==> config.mk <==
export PLATFORM = sky130hd
export DESIGN_NAME = kbl_link
export DESIGN_NICKNAME = d
export VERILOG_FILES = /design/src/rtl/kbl_pkg.sv /design/src/rtl/kbl_us_tick.sv /design/src/rtl/kbl_line_filter.sv /design/src/rtl/kbl_rx.sv /design/src/rtl/kbl_tx.sv /design/src/rtl/kbl_link.sv
export SDC_FILE = /design/constraint.sdc
export NUM_CORES = 1
export LEC_CHECK = 0
export BUFFER_PORTS_ARGS = -buffer_cell sky130_fd_sc_hd__buf_2
export CORE_AREA = 2 2 74 105
export CTS_CLUSTER_SIZE = 12
export DETAILED_ROUTE_END_ITERATION = 16
export DIE_AREA = 0 0 76 107
export GPL_TIMING_DRIVEN = 0
export HOLD_SLACK_MARGIN = 0.12
export PLACE_DENSITY = 0.78
export SETUP_SLACK_MARGIN = 0.3
export SLEW_MARGIN = 20
export SYNTH_ARGS = -nofsm -noshare
export SYNTH_HDL_FRONTEND = slang
export SYNTH_HIERARCHICAL = 1
export SYNTH_SLANG_ARGS = --single-unit
==> constraint.sdc <==
create_clock -name clk -period 3.4 [get_ports clk]
set_input_delay 0.51 -clock clk [delete_from_list [all_inputs] [get_ports clk]]
set_output_delay 0.51 -clock clk [all_outputs]
set_load 0.05 [all_outputs]
==> src/rtl/kbl_pkg.sv <==
package kbl_pkg;
  localparam int FRAME_BITS = 11;

  typedef enum logic [1:0] {
    RX_IDLE,
    RX_SHIFT,
    RX_ACK,
    RX_HOLD
  } rx_state_e;

  typedef enum logic [1:0] {
    TX_IDLE,
    TX_RTS,
    TX_REL,
    TX_BITS
  } tx_state_e;
endpackage

==> src/rtl/kbl_us_tick.sv <==
module kbl_us_tick #(
  parameter int CLK_PER_US = 8
) (
  input  logic clk,
  input  logic rst_n,
  output logic tick
);
  localparam int CW = (CLK_PER_US > 1) ? $clog2(CLK_PER_US) : 1;
  localparam logic [CW-1:0] LAST = CW'(CLK_PER_US - 1);

  logic [CW-1:0] cnt;

  always_ff @(posedge clk or negedge rst_n) begin
    if (!rst_n) begin
      cnt  <= '0;
      tick <= 1'b0;
    end else begin
      tick <= (cnt == LAST);
      cnt  <= (cnt == LAST) ? '0 : cnt + 1'b1;
    end
  end
endmodule

==> src/rtl/kbl_line_filter.sv <==
module kbl_line_filter #(
  parameter int FILT_LEN = 4
) (
  input  logic clk,
  input  logic rst_n,
  input  logic line_in,
  output logic level
);
  localparam int CW = $clog2(FILT_LEN + 1);
  localparam logic [CW-1:0] LAST = CW'(FILT_LEN - 1);

  logic [1:0]    sync;
  logic [CW-1:0] cnt;

  always_ff @(posedge clk or negedge rst_n) begin
    if (!rst_n) begin
      sync  <= 2'b11;
      cnt   <= '0;
      level <= 1'b1;
    end else begin
      sync <= {sync[0], line_in};
      if (sync[1] == level) begin
        cnt <= '0;
      end else if (cnt == LAST) begin
        level <= sync[1];
        cnt   <= '0;
      end else begin
        cnt <= cnt + 1'b1;
      end
    end
  end
endmodule

==> src/rtl/kbl_rx.sv <==
module kbl_rx
  import kbl_pkg::*;
#(
  parameter int RX_TO_US = 2000,
  parameter int ACK_US   = 20
) (
  input  logic       clk,
  input  logic       rst_n,
  input  logic       tick,
  input  logic       en,
  input  logic       fall,
  input  logic       dat,
  input  logic       rx_ready,
  output logic       rx_valid,
  output logic [7:0] rx_data,
  output logic       parity_err,
  output logic       rx_timeout,
  output logic       busy,
  output logic       hold
);
  localparam int TMAX = (RX_TO_US > ACK_US) ? RX_TO_US : ACK_US;
  localparam int TW   = $clog2(TMAX + 1);

  rx_state_e     st;
  logic [3:0]    cnt;
  logic [TW-1:0] tmr;
  logic          pbit;

  always_ff @(posedge clk or negedge rst_n) begin
    if (!rst_n) begin
      st         <= RX_IDLE;
      cnt        <= '0;
      tmr        <= '0;
      pbit       <= 1'b0;
      rx_data    <= '0;
      parity_err <= 1'b0;
      rx_timeout <= 1'b0;
    end else begin
      unique case (st)
        RX_IDLE: begin
          if (en && fall && !dat) begin
            st         <= RX_SHIFT;
            cnt        <= '0;
            tmr        <= '0;
            parity_err <= 1'b0;
            rx_timeout <= 1'b0;
          end
        end
        RX_SHIFT: begin
          if (!en) begin
            st <= RX_IDLE;
          end else if (fall) begin
            cnt <= cnt + 1'b1;
            if (cnt < 4'd8) rx_data <= {dat, rx_data[7:1]};
            else if (cnt == 4'd8) pbit <= dat;
            if (cnt == 4'd9) begin
              st         <= RX_ACK;
              tmr        <= '0;
              parity_err <= ~(^{rx_data, pbit});
            end
          end else if (tick) begin
            if (tmr == TW'(RX_TO_US - 1)) begin
              rx_timeout <= 1'b1;
              st         <= RX_IDLE;
            end else begin
              tmr <= tmr + 1'b1;
            end
          end
        end
        RX_ACK: begin
          if (tick) begin
            if (tmr == TW'(ACK_US - 1)) st <= RX_HOLD;
            else tmr <= tmr + 1'b1;
          end
        end
        RX_HOLD: begin
          if (rx_ready) st <= RX_IDLE;
        end
        default: st <= RX_IDLE;
      endcase
    end
  end

  assign rx_valid = (st == RX_HOLD);
  assign hold     = (st == RX_HOLD);
  assign busy     = (st != RX_IDLE);
endmodule

==> src/rtl/kbl_tx.sv <==
module kbl_tx
  import kbl_pkg::*;
#(
  parameter int RTS_US   = 100,
  parameter int TX_TO_US = 2000
) (
  input  logic       clk,
  input  logic       rst_n,
  input  logic       tick,
  input  logic       can_start,
  input  logic       abort,
  input  logic       fall,
  input  logic       tx_valid,
  input  logic [7:0] tx_data,
  output logic       tx_ready,
  output logic       clk_lo,
  output logic       dat_lo,
  output logic       busy,
  output logic       tx_timeout
);
  localparam int TMAX = (RTS_US > TX_TO_US) ? RTS_US : TX_TO_US;
  localparam int TW   = $clog2(TMAX + 1);

  tx_state_e     st;
  logic [3:0]    cnt;
  logic [TW-1:0] tmr;
  logic [7:0]    sr;
  logic          pbit;

  assign tx_ready = (st == TX_IDLE) && can_start;
  assign busy     = (st != TX_IDLE);

  always_ff @(posedge clk or negedge rst_n) begin
    if (!rst_n) begin
      st         <= TX_IDLE;
      cnt        <= '0;
      tmr        <= '0;
      sr         <= '0;
      pbit       <= 1'b0;
      clk_lo     <= 1'b0;
      dat_lo     <= 1'b0;
      tx_timeout <= 1'b0;
    end else if (st != TX_IDLE && abort) begin
      st     <= TX_IDLE;
      clk_lo <= 1'b0;
      dat_lo <= 1'b0;
    end else begin
      unique case (st)
        TX_IDLE: begin
          if (tx_valid && tx_ready) begin
            sr         <= tx_data;
            pbit       <= ~(^tx_data);
            st         <= TX_RTS;
            tmr        <= '0;
            tx_timeout <= 1'b0;
            clk_lo     <= 1'b1;
          end
        end
        TX_RTS: begin
          if (tick) begin
            if (tmr == TW'(RTS_US - 1)) begin
              dat_lo <= 1'b1;
              st     <= TX_REL;
            end else begin
              tmr <= tmr + 1'b1;
            end
          end
        end
        TX_REL: begin
          if (tick) begin
            clk_lo <= 1'b0;
            st     <= TX_BITS;
            tmr    <= '0;
            cnt    <= '0;
          end
        end
        TX_BITS: begin
          if (fall) begin
            cnt <= cnt + 1'b1;
            if (cnt < 4'd8) begin
              dat_lo <= ~sr[0];
              sr     <= {1'b0, sr[7:1]};
            end else if (cnt == 4'd8) begin
              dat_lo <= ~pbit;
            end else if (cnt == 4'd9) begin
              dat_lo <= 1'b0;
            end else begin
              st <= TX_IDLE;
            end
          end else if (tick) begin
            if (tmr == TW'(TX_TO_US - 1)) begin
              tx_timeout <= 1'b1;
              dat_lo     <= 1'b0;
              st         <= TX_IDLE;
            end else begin
              tmr <= tmr + 1'b1;
            end
          end
        end
        default: st <= TX_IDLE;
      endcase
    end
  end
endmodule

==> src/rtl/kbl_link.sv <==
module kbl_link #(
  parameter int CLK_PER_US = 8,
  parameter int FILT_LEN   = 4,
  parameter int RTS_US     = 100,
  parameter int ACK_US     = 20,
  parameter int RX_TO_US   = 2000,
  parameter int TX_TO_US   = 2000
) (
  input  logic       clk,
  input  logic       rst_n,
  input  logic       kb_clk_in,
  input  logic       kb_dat_in,
  output logic       kb_clk_pull,
  output logic       kb_dat_pull,
  input  logic       inhibit_in,
  output logic       inhibited,
  input  logic       tx_valid,
  output logic       tx_ready,
  input  logic [7:0] tx_data,
  output logic       rx_valid,
  input  logic       rx_ready,
  output logic [7:0] rx_data,
  output logic       parity_err,
  output logic       rx_timeout,
  output logic       tx_timeout
);
  localparam int NLINES = 2;

  logic              tick;
  logic [NLINES-1:0] raw_lines;
  logic [NLINES-1:0] lvl;
  logic              clk_prev;
  logic              clk_fall;
  logic [1:0]        inh_sync;
  logic              rx_busy, rx_hold;
  logic              tx_busy, tx_clk_lo, tx_dat_lo;

  assign raw_lines = {kb_dat_in, kb_clk_in};

  kbl_us_tick #(.CLK_PER_US(CLK_PER_US)) tick_i (
    .clk(clk), .rst_n(rst_n), .tick(tick)
  );

  for (genvar g = 0; g < NLINES; g++) begin : g_line
    kbl_line_filter #(.FILT_LEN(FILT_LEN)) filt_i (
      .clk(clk), .rst_n(rst_n), .line_in(raw_lines[g]), .level(lvl[g])
    );
  end

  always_ff @(posedge clk or negedge rst_n) begin
    if (!rst_n) begin
      clk_prev <= 1'b1;
      inh_sync <= 2'b00;
    end else begin
      clk_prev <= lvl[0];
      inh_sync <= {inh_sync[0], inhibit_in};
    end
  end

  assign clk_fall  = clk_prev && !lvl[0];
  assign inhibited = inh_sync[1];

  kbl_rx #(.RX_TO_US(RX_TO_US), .ACK_US(ACK_US)) rx_i (
    .clk(clk), .rst_n(rst_n), .tick(tick),
    .en(!inhibited && !tx_busy), .fall(clk_fall), .dat(lvl[1]),
    .rx_ready(rx_ready), .rx_valid(rx_valid), .rx_data(rx_data),
    .parity_err(parity_err), .rx_timeout(rx_timeout),
    .busy(rx_busy), .hold(rx_hold)
  );

  kbl_tx #(.RTS_US(RTS_US), .TX_TO_US(TX_TO_US)) tx_i (
    .clk(clk), .rst_n(rst_n), .tick(tick),
    .can_start(!inhibited && !rx_busy), .abort(inhibited),
    .fall(clk_fall), .tx_valid(tx_valid), .tx_data(tx_data),
    .tx_ready(tx_ready), .clk_lo(tx_clk_lo), .dat_lo(tx_dat_lo),
    .busy(tx_busy), .tx_timeout(tx_timeout)
  );

  assign kb_clk_pull = inhibited || rx_hold || tx_clk_lo;
  assign kb_dat_pull = tx_dat_lo;
endmodule

==> results.sh, run 1 <==
export IMPL_synth_nets=443
export IMPL_critPathLaunchType="flip-flop"
export IMPL_area_growth_pct=12.8
export IMPL_clk_insertion_delay_late_ps=350
export IMPL_post_route_period_util=0.831
export IMPL_drc=0
export IMPL_vias=3222
export IMPL_outcome="completed"
export IMPL_grt_pass1_wl_mm=14.1
export IMPL_ys_types=68
export IMPL_synth_ff_type="dfrtp_1"
export IMPL_cts_clk_slew_worst_paths_ps=80
export IMPL_synth_edf_count=0
export IMPL_port_buffers=30
export IMPL_dp_hpwl_mm=5.80
export IMPL_r2r_slack_ps=570
export IMPL_rows=37
export IMPL_synth_seq_area_share=0.454
export IMPL_wl_per_cell_um=14.6
export IMPL_synth_cells=408
export IMPL_drv_cap=0
export IMPL_wl_mm=8.07
export IMPL_setup_violations=0
export IMPL_antenna_found_initial=0
export IMPL_start_util=0.586
export IMPL_yosysTopAreaCell="dfrtp_1"
export IMPL_grt_pass1_vias=3194
export IMPL_path_class="reg -> reg"
export IMPL_root_buffer="clkbuf_8"
export IMPL_cts_made_buffers=9
export IMPL_synth_avg_cell_area_um2=10.3
export IMPL_ys_ff_latch=76
export IMPL_p_leak_nw=2.12
export IMPL_end_kind="flip-flop"
export IMPL_diodes=0
export IMPL_cellPowerDensity_mw_per_mm2=715
export IMPL_die_h_um=107
export IMPL_final_hold_violation_count=0
export IMPL_grt_overflow=0
export IMPL_syn_area_mm2=0.00421
export IMPL_drtIter0Drc=167
export IMPL_hold_ws_ps=254
export IMPL_core_area_mm2=0.00718
export IMPL_die_w_um=76
export IMPL_max_slew_worst_pin_slew_ps=833
export IMPL_numClockSinks=76
export IMPL_nNetsFinal=486
export IMPL_required_ps=3640
export IMPL_cts_path_max_buffers=2
export IMPL_ys_top_cells_by_count="dfrtp_1, nor2_1, a21oi_1, inv_1"
export IMPL_report_final_slew_viol_count=0
export IMPL_grt_max_degree=50
export IMPL_cts_tree="done"
export IMPL_cts_setup_buffers=0
export IMPL_rsz0062_at_grt="false"
export IMPL_ys_top_cells_by_area="dfrtp_1, ha_1, dfstp_2"
export IMPL_ir_drop_mv=0.507
export IMPL_synthArstFlopShare=1.00
export IMPL_hold_class="in -> reg"
export IMPL_fin_crit_ps=2830
export IMPL_skew_ps=6.07
export IMPL_cts_max_level=3
export IMPL_worst_ep_arrival_time_ps=3060
export IMPL_synth_most_common_cell="dfrtp_1"
export IMPL_drtAntennaViolNets=0
export IMPL_synth_top_area_frac=0.410
export IMPL_fin_setup_tns_ps=0
export IMPL_vias_per_cell=5.83
export IMPL_crit_fanout=10
export IMPL_yosys_warnings=6
export IMPL_io_pins=31
export IMPL_fmax_mhz=354
export IMPL_die_area_mm2=0.00813
export IMPL_drive_above_1_share=0.191
export IMPL_relSlewSlack=0.444
export IMPL_grt_usage=0.213
export IMPL_gp_congestion=0.879
export IMPL_dr_pass1_iters=5
-- metal layers --
layer,track usage,wire (um)
met1,0.260,3500
met2,0.361,4130
met3,0.0345,265
met4,0.119,172
met5,0,0
-- cells by family (layout without fill, tap and decap cells) --
logic type | after synthesis | in the layout | synth area share
and+or+nand+nor | 140 | 140 | 0.187
AOI/OAI and AO/OA | 89 | 89 | 0.153
DFF | 76 | 76 | 0.454
buffers and inverters | 35 | 83 | 0.0342
xor gates and xnor gates | 24 | 24 | 0.0500
muxes | 24 | 24 | 0.0619
adders and majority gates | 20 | 20 | 0.0595
-- through the flow --
stage | instances | cell area [um2] | power, mW | util | setup slack (ps)
final | 553 | 4750 | 3.39 | 0.661 | 574
after global routing | 553 | 4750 | 3.63 | 0.661 | 325
after CTS | 553 | 4730 | 3.40 | 0.659 | 527
after detailed placement | 536 | 4510 | 2.67 | 0.628 | 565
after global placement | 535 | 4480 | 2.60 | 0.624 | 619
after floorplan | 408 | 4210 | 2.34 | - | 983
-- report_power, final --
| group | total, mW | internal [mW] | switching [mW] |
|---|---|---|---|
| logic | 1.40 | 0.557 | 0.838 |
| registers | 1.28 | 1.11 | 0.168 |
| clock network | 0.716 | 0.380 | 0.336 |
-- worst max-delay path: stages (launching register included) --
cell and delay (ps):
dfrtp_1 410, inv_1 160, ha_1 280, inv_1 60
nor2_1 190, and3_1 190, clkbuf_1 230, o22ai_1 320
a311oi_4 500, mux2_2 380
-- placed cells by master, fill, tap and decap left out, types with 13 or more instances in the layout --
cell,n
a21oi_1,21
nand3_1,13
ha_1,20
xnor2_1,20
nand2_1,20
o21ai_0,14
dfrtp_1,69
buf_2,30
nor2_1,36
inv_1,22
mux2_2,15
o31ai_1,14
-- timing repair --
action | in CTS | in global routing
resized for setup | 0 | 3
hold buffers | 1 | 0
setup endpoints to repair | 0 | 7
endpoints found under the hold margin | 20 | 0
-- state kept, by name (all words and copies together), names as in the netlist, 2 cells and up, named ones only --
| name | count |
|---|---|
| tx_i/st | 2 |
| inh_sync | 2 |
| rx_i/cnt | 4 |
| tx_i/cnt | 4 |
| g_line.filt_i/sync | 4 |
| tx_i/sr | 8 |
| rx_i/rx_data | 8 |
| rx_i/tmr | 11 |
| g_line.filt_i/level | 2 |
| g_line.filt_i/cnt | 6 |
| tx_i/tmr | 11 |
| tick_i/cnt | 3 |
-- area by class of cell --
| type | instances | area [um2] |
|---|---|---|
| clock buffers | 11 | 151 |
| flip-flops and latches | 76 | 1910 |
| fillers | 569 | 2430 |
| clock inverters | 5 | 58.8 |
| inverters | 22 | 82.6 |
| multi-input cells | 297 | 2170 |
| plain buffers | 13 | 61.3 |
| repair buffers | 32 | 190 |
| well taps | 97 | 121 |
-- final timing paths --
| path | from | to | cells after the start |
|---|---|---|---|
| worst max-delay path | rx_i/st[0]$_DFFE_PN0P_ | tx_i/tmr[0]$_DFFE_PN0P_ | 9 |
| worst min-delay path | kb_clk_in | g_line[0].filt_i/sync[0]$_DFF_PN1_ | 1 |
| worst max register to register | rx_i/st[0]$_DFFE_PN0P_ | tx_i/tmr[0]$_DFFE_PN0P_ | 9 |
| worst min register to register | g_line[0].filt_i/sync[0]$_DFF_PN1_ | g_line[0].filt_i/sync[1]$_DFF_PN1_ | 0 |
| max in group asynchronous | rst_n | tx_i/tmr[1]$_DFFE_PN0P_ | 3 |
| min in group asynchronous | rst_n | rx_i/cnt[3]$_DFFE_PN0P_ | 2 |
Note: power is estimated with default switching activity, not from simulation.
==> run 2: changes to the inputs <==
--- a/config.mk
+++ b/config.mk
@@ -6,13 +6,13 @@
 export NUM_CORES = 1
 export LEC_CHECK = 0
 export BUFFER_PORTS_ARGS = -buffer_cell sky130_fd_sc_hd__buf_2
-export CORE_AREA = 2 2 74 105
+export CORE_AREA = 2 2 78 110
 export CTS_CLUSTER_SIZE = 12
 export DETAILED_ROUTE_END_ITERATION = 16
-export DIE_AREA = 0 0 76 107
+export DIE_AREA = 0 0 80 112
 export GPL_TIMING_DRIVEN = 0
 export HOLD_SLACK_MARGIN = 0.12
-export PLACE_DENSITY = 0.78
+export PLACE_DENSITY = 0.74
 export SETUP_SLACK_MARGIN = 0.3
 export SLEW_MARGIN = 20
 export SYNTH_ARGS = -nofsm -noshare
==> constraint.sdc (replaced) <==
create_clock -name clk -period 2.35 [get_ports clk]
set_input_delay 0.3525 -clock clk [delete_from_list [all_inputs] [get_ports clk]]
set_output_delay 0.3525 -clock clk [all_outputs]
set_load 0.05 [all_outputs]
==> run 2 against run 1 <==
Flip-flop and latch count did not move. Highest routed layer unchanged. Final cell count rose by 9.6%. Count of clock-buffer cells in the layout rose by 1. Wire length rose by 29%. Sequential share of layout area fell by 7.0 points. Largest cell class unchanged.
==> results.sh, run 2 (synthesis results as in run 1) <==
export IMPL_cts_path_max_buffers=2
export IMPL_nNetsFinal=534
export IMPL_cellPowerDensity_mw_per_mm2=1110
export IMPL_port_buffers=30
export IMPL_core_area_mm2=0.00800
export IMPL_grt_pass1_vias=3582
export IMPL_cp_cell_sequence="inv_2 > ha_4 > inv_4 > nor2_4 > nand3b_1 > a21oi_2 > nand3_2 > or3_4 > buf_8 > o31ai_2"
export IMPL_vias=3580
export IMPL_grt_usage=0.230
export IMPL_placement_cell_area_mm2=0.00459
export IMPL_drc=0
export IMPL_grt_pass1_wl_mm=16.2
export IMPL_die_w_um=80
export IMPL_top_regs="rx_i/tmr (11), tx_i/tmr (11)"
export IMPL_cts_made_buffers=9
export IMPL_start_util=0.526
export IMPL_final_common_cell="dfrtp_1"
export IMPL_die_area_mm2=0.00896
export IMPL_area_growth_pct=37.3
export IMPL_io_pins=31
export IMPL_p_leak_nw=2.53
export IMPL_grt_max_degree=45
export IMPL_final_hold_violation_count=0
export IMPL_skew_ps=7.05
export IMPL_crit_fanout=5
export IMPL_max_slew_worst_pin_slew_ps=564
export IMPL_drive_above_1_share=0.411
export IMPL_cts_tree="done"
export IMPL_report_final_slew_viol_count=0
export IMPL_end_kind="flip-flop"
export IMPL_antenna_found_initial=0
export IMPL_drtIter0Drc=155
export IMPL_wl_per_cell_um=17.1
export IMPL_root_buffer="clkbuf_16"
export IMPL_final_util=0.722
export IMPL_critPathLaunchType="flip-flop"
export IMPL_rows=39
export IMPL_drtAntennaViolNets=0
export IMPL_diodes=0
export IMPL_numClockSinks=76
export IMPL_dr_pass1_iters=5
export IMPL_slowest_stage="or3_4"
export IMPL_gp_congestion=0.829
export IMPL_post_route_period_util=0.946
export IMPL_dp_hpwl_mm=5.85
export IMPL_cp_slowest_stage_delay_ps=450
export IMPL_cts_clk_slew_worst_paths_ps=60
export IMPL_final_area_mm2=0.00578
export IMPL_setup_violations=0
export IMPL_fmax_mhz=450
export IMPL_critical_path_top_delay_family="simple AND/OR/NAND/NOR gates"
export IMPL_wl_mm=10.4
export IMPL_vias_per_cell=5.91
export IMPL_clk_insertion_delay_late_ps=340
export IMPL_rsz0062_at_grt="true"
export IMPL_layout_common_cells="dfrtp_1, buf_4, nor2_1"
export IMPL_hold_class="in -> reg"
export IMPL_ir_drop_mv=0.886
export IMPL_cts_max_level=3
export IMPL_fin_crit_ps=2220
export IMPL_path_class="reg -> reg"
export IMPL_grt_overflow=0
export IMPL_die_h_um=112
export IMPL_outcome="completed"
export IMPL_worst_ep_arrival_time_ps=2460
export IMPL_required_ps=2590
export IMPL_relSlewSlack=0.624
export IMPL_drv_cap=0
export IMPL_critical_path_buf_inv_count=3
-- run 2: layout make-up --
type / count / area, um2
plain buffers: 13 / 116
clock buffers: 12 / 267
clock inverters: 4 / 55.1
fillers: 524 / 2230
inverters: 22 / 85.1
multi-input cells: 297 / 2620
flip-flops and latches: 76 / 1920
well taps: 102 / 128
repair buffers: 80 / 591
-- run 2: repair_timing --
item                       CTS  global route
pin swaps                   15            26
cloned                       1             0
hold endpoints to repair    32             0
hold buffers                 4             0
setup endpoints to repair   38            43
buffers inserted            33            11
gates resized for setup     47            67
-- run 2: per-stage QoR --
stage / total power, mW / instances / hold WS [ps] / setup TNS [ps] / setup WS, ps
CTS: 6.01 / 595 / 282 / 0 / 181
global placement: 3.90 / 540 / 346 / 0 / 45.0
finish: 6.43 / 606 / 286 / 0 / 127
floorplan: 3.51 / 408 / 56.9 / 0 / 263
global route: 6.81 / 606 / 298 / 0 / 91.7
detailed placement: 3.99 / 541 / 318 / -17.6 / -10.6
-- run 2: routing by layer --
metal / vias to the layer above / part of all wire / global-route usage
li1: 1672 / - / -
met1: 1750 / 0.39 / 0.260
met2: 126 / 0.54 / 0.412
met3: 32 / 0.042 / 0.0300
met4: 0 / 0.032 / 0.122
met5: - / 0 / 0
-- run 2: path summary, 6_finish.rpt --
kind                                                    startpoint                            endpoint  slack (ps)  cells past startpoint
worst max-delay path                        tx_i/st[1]$_DFFE_PN0P_             rx_i/tmr[8]$_DFFE_PN0P_         130                     10
worst min-delay path                                    tx_data[7]              tx_i/sr[7]$_DFFE_PN0P_         290                      2
worst max register to register              tx_i/st[1]$_DFFE_PN0P_             rx_i/tmr[8]$_DFFE_PN0P_         130                     10
worst min register to register  g_line[1].filt_i/sync[0]$_DFF_PN1_  g_line[1].filt_i/sync[1]$_DFF_PN1_         350                      0
max in group asynchronous                                    rst_n  g_line[0].filt_i/sync[0]$_DFF_PN1_        1220                      3
min in group asynchronous                                    rst_n              tx_i/sr[4]$_DFFE_PN0P_         490                      2
-- run 2: power breakdown --
group	switching, mW	leakage [nW]	internal [mW]
Clock	0.542	0.155	0.914
Combinational	1.71	1.41	1.42
Sequential	0.242	0.968	1.61
Total	2.49	2.53	3.94
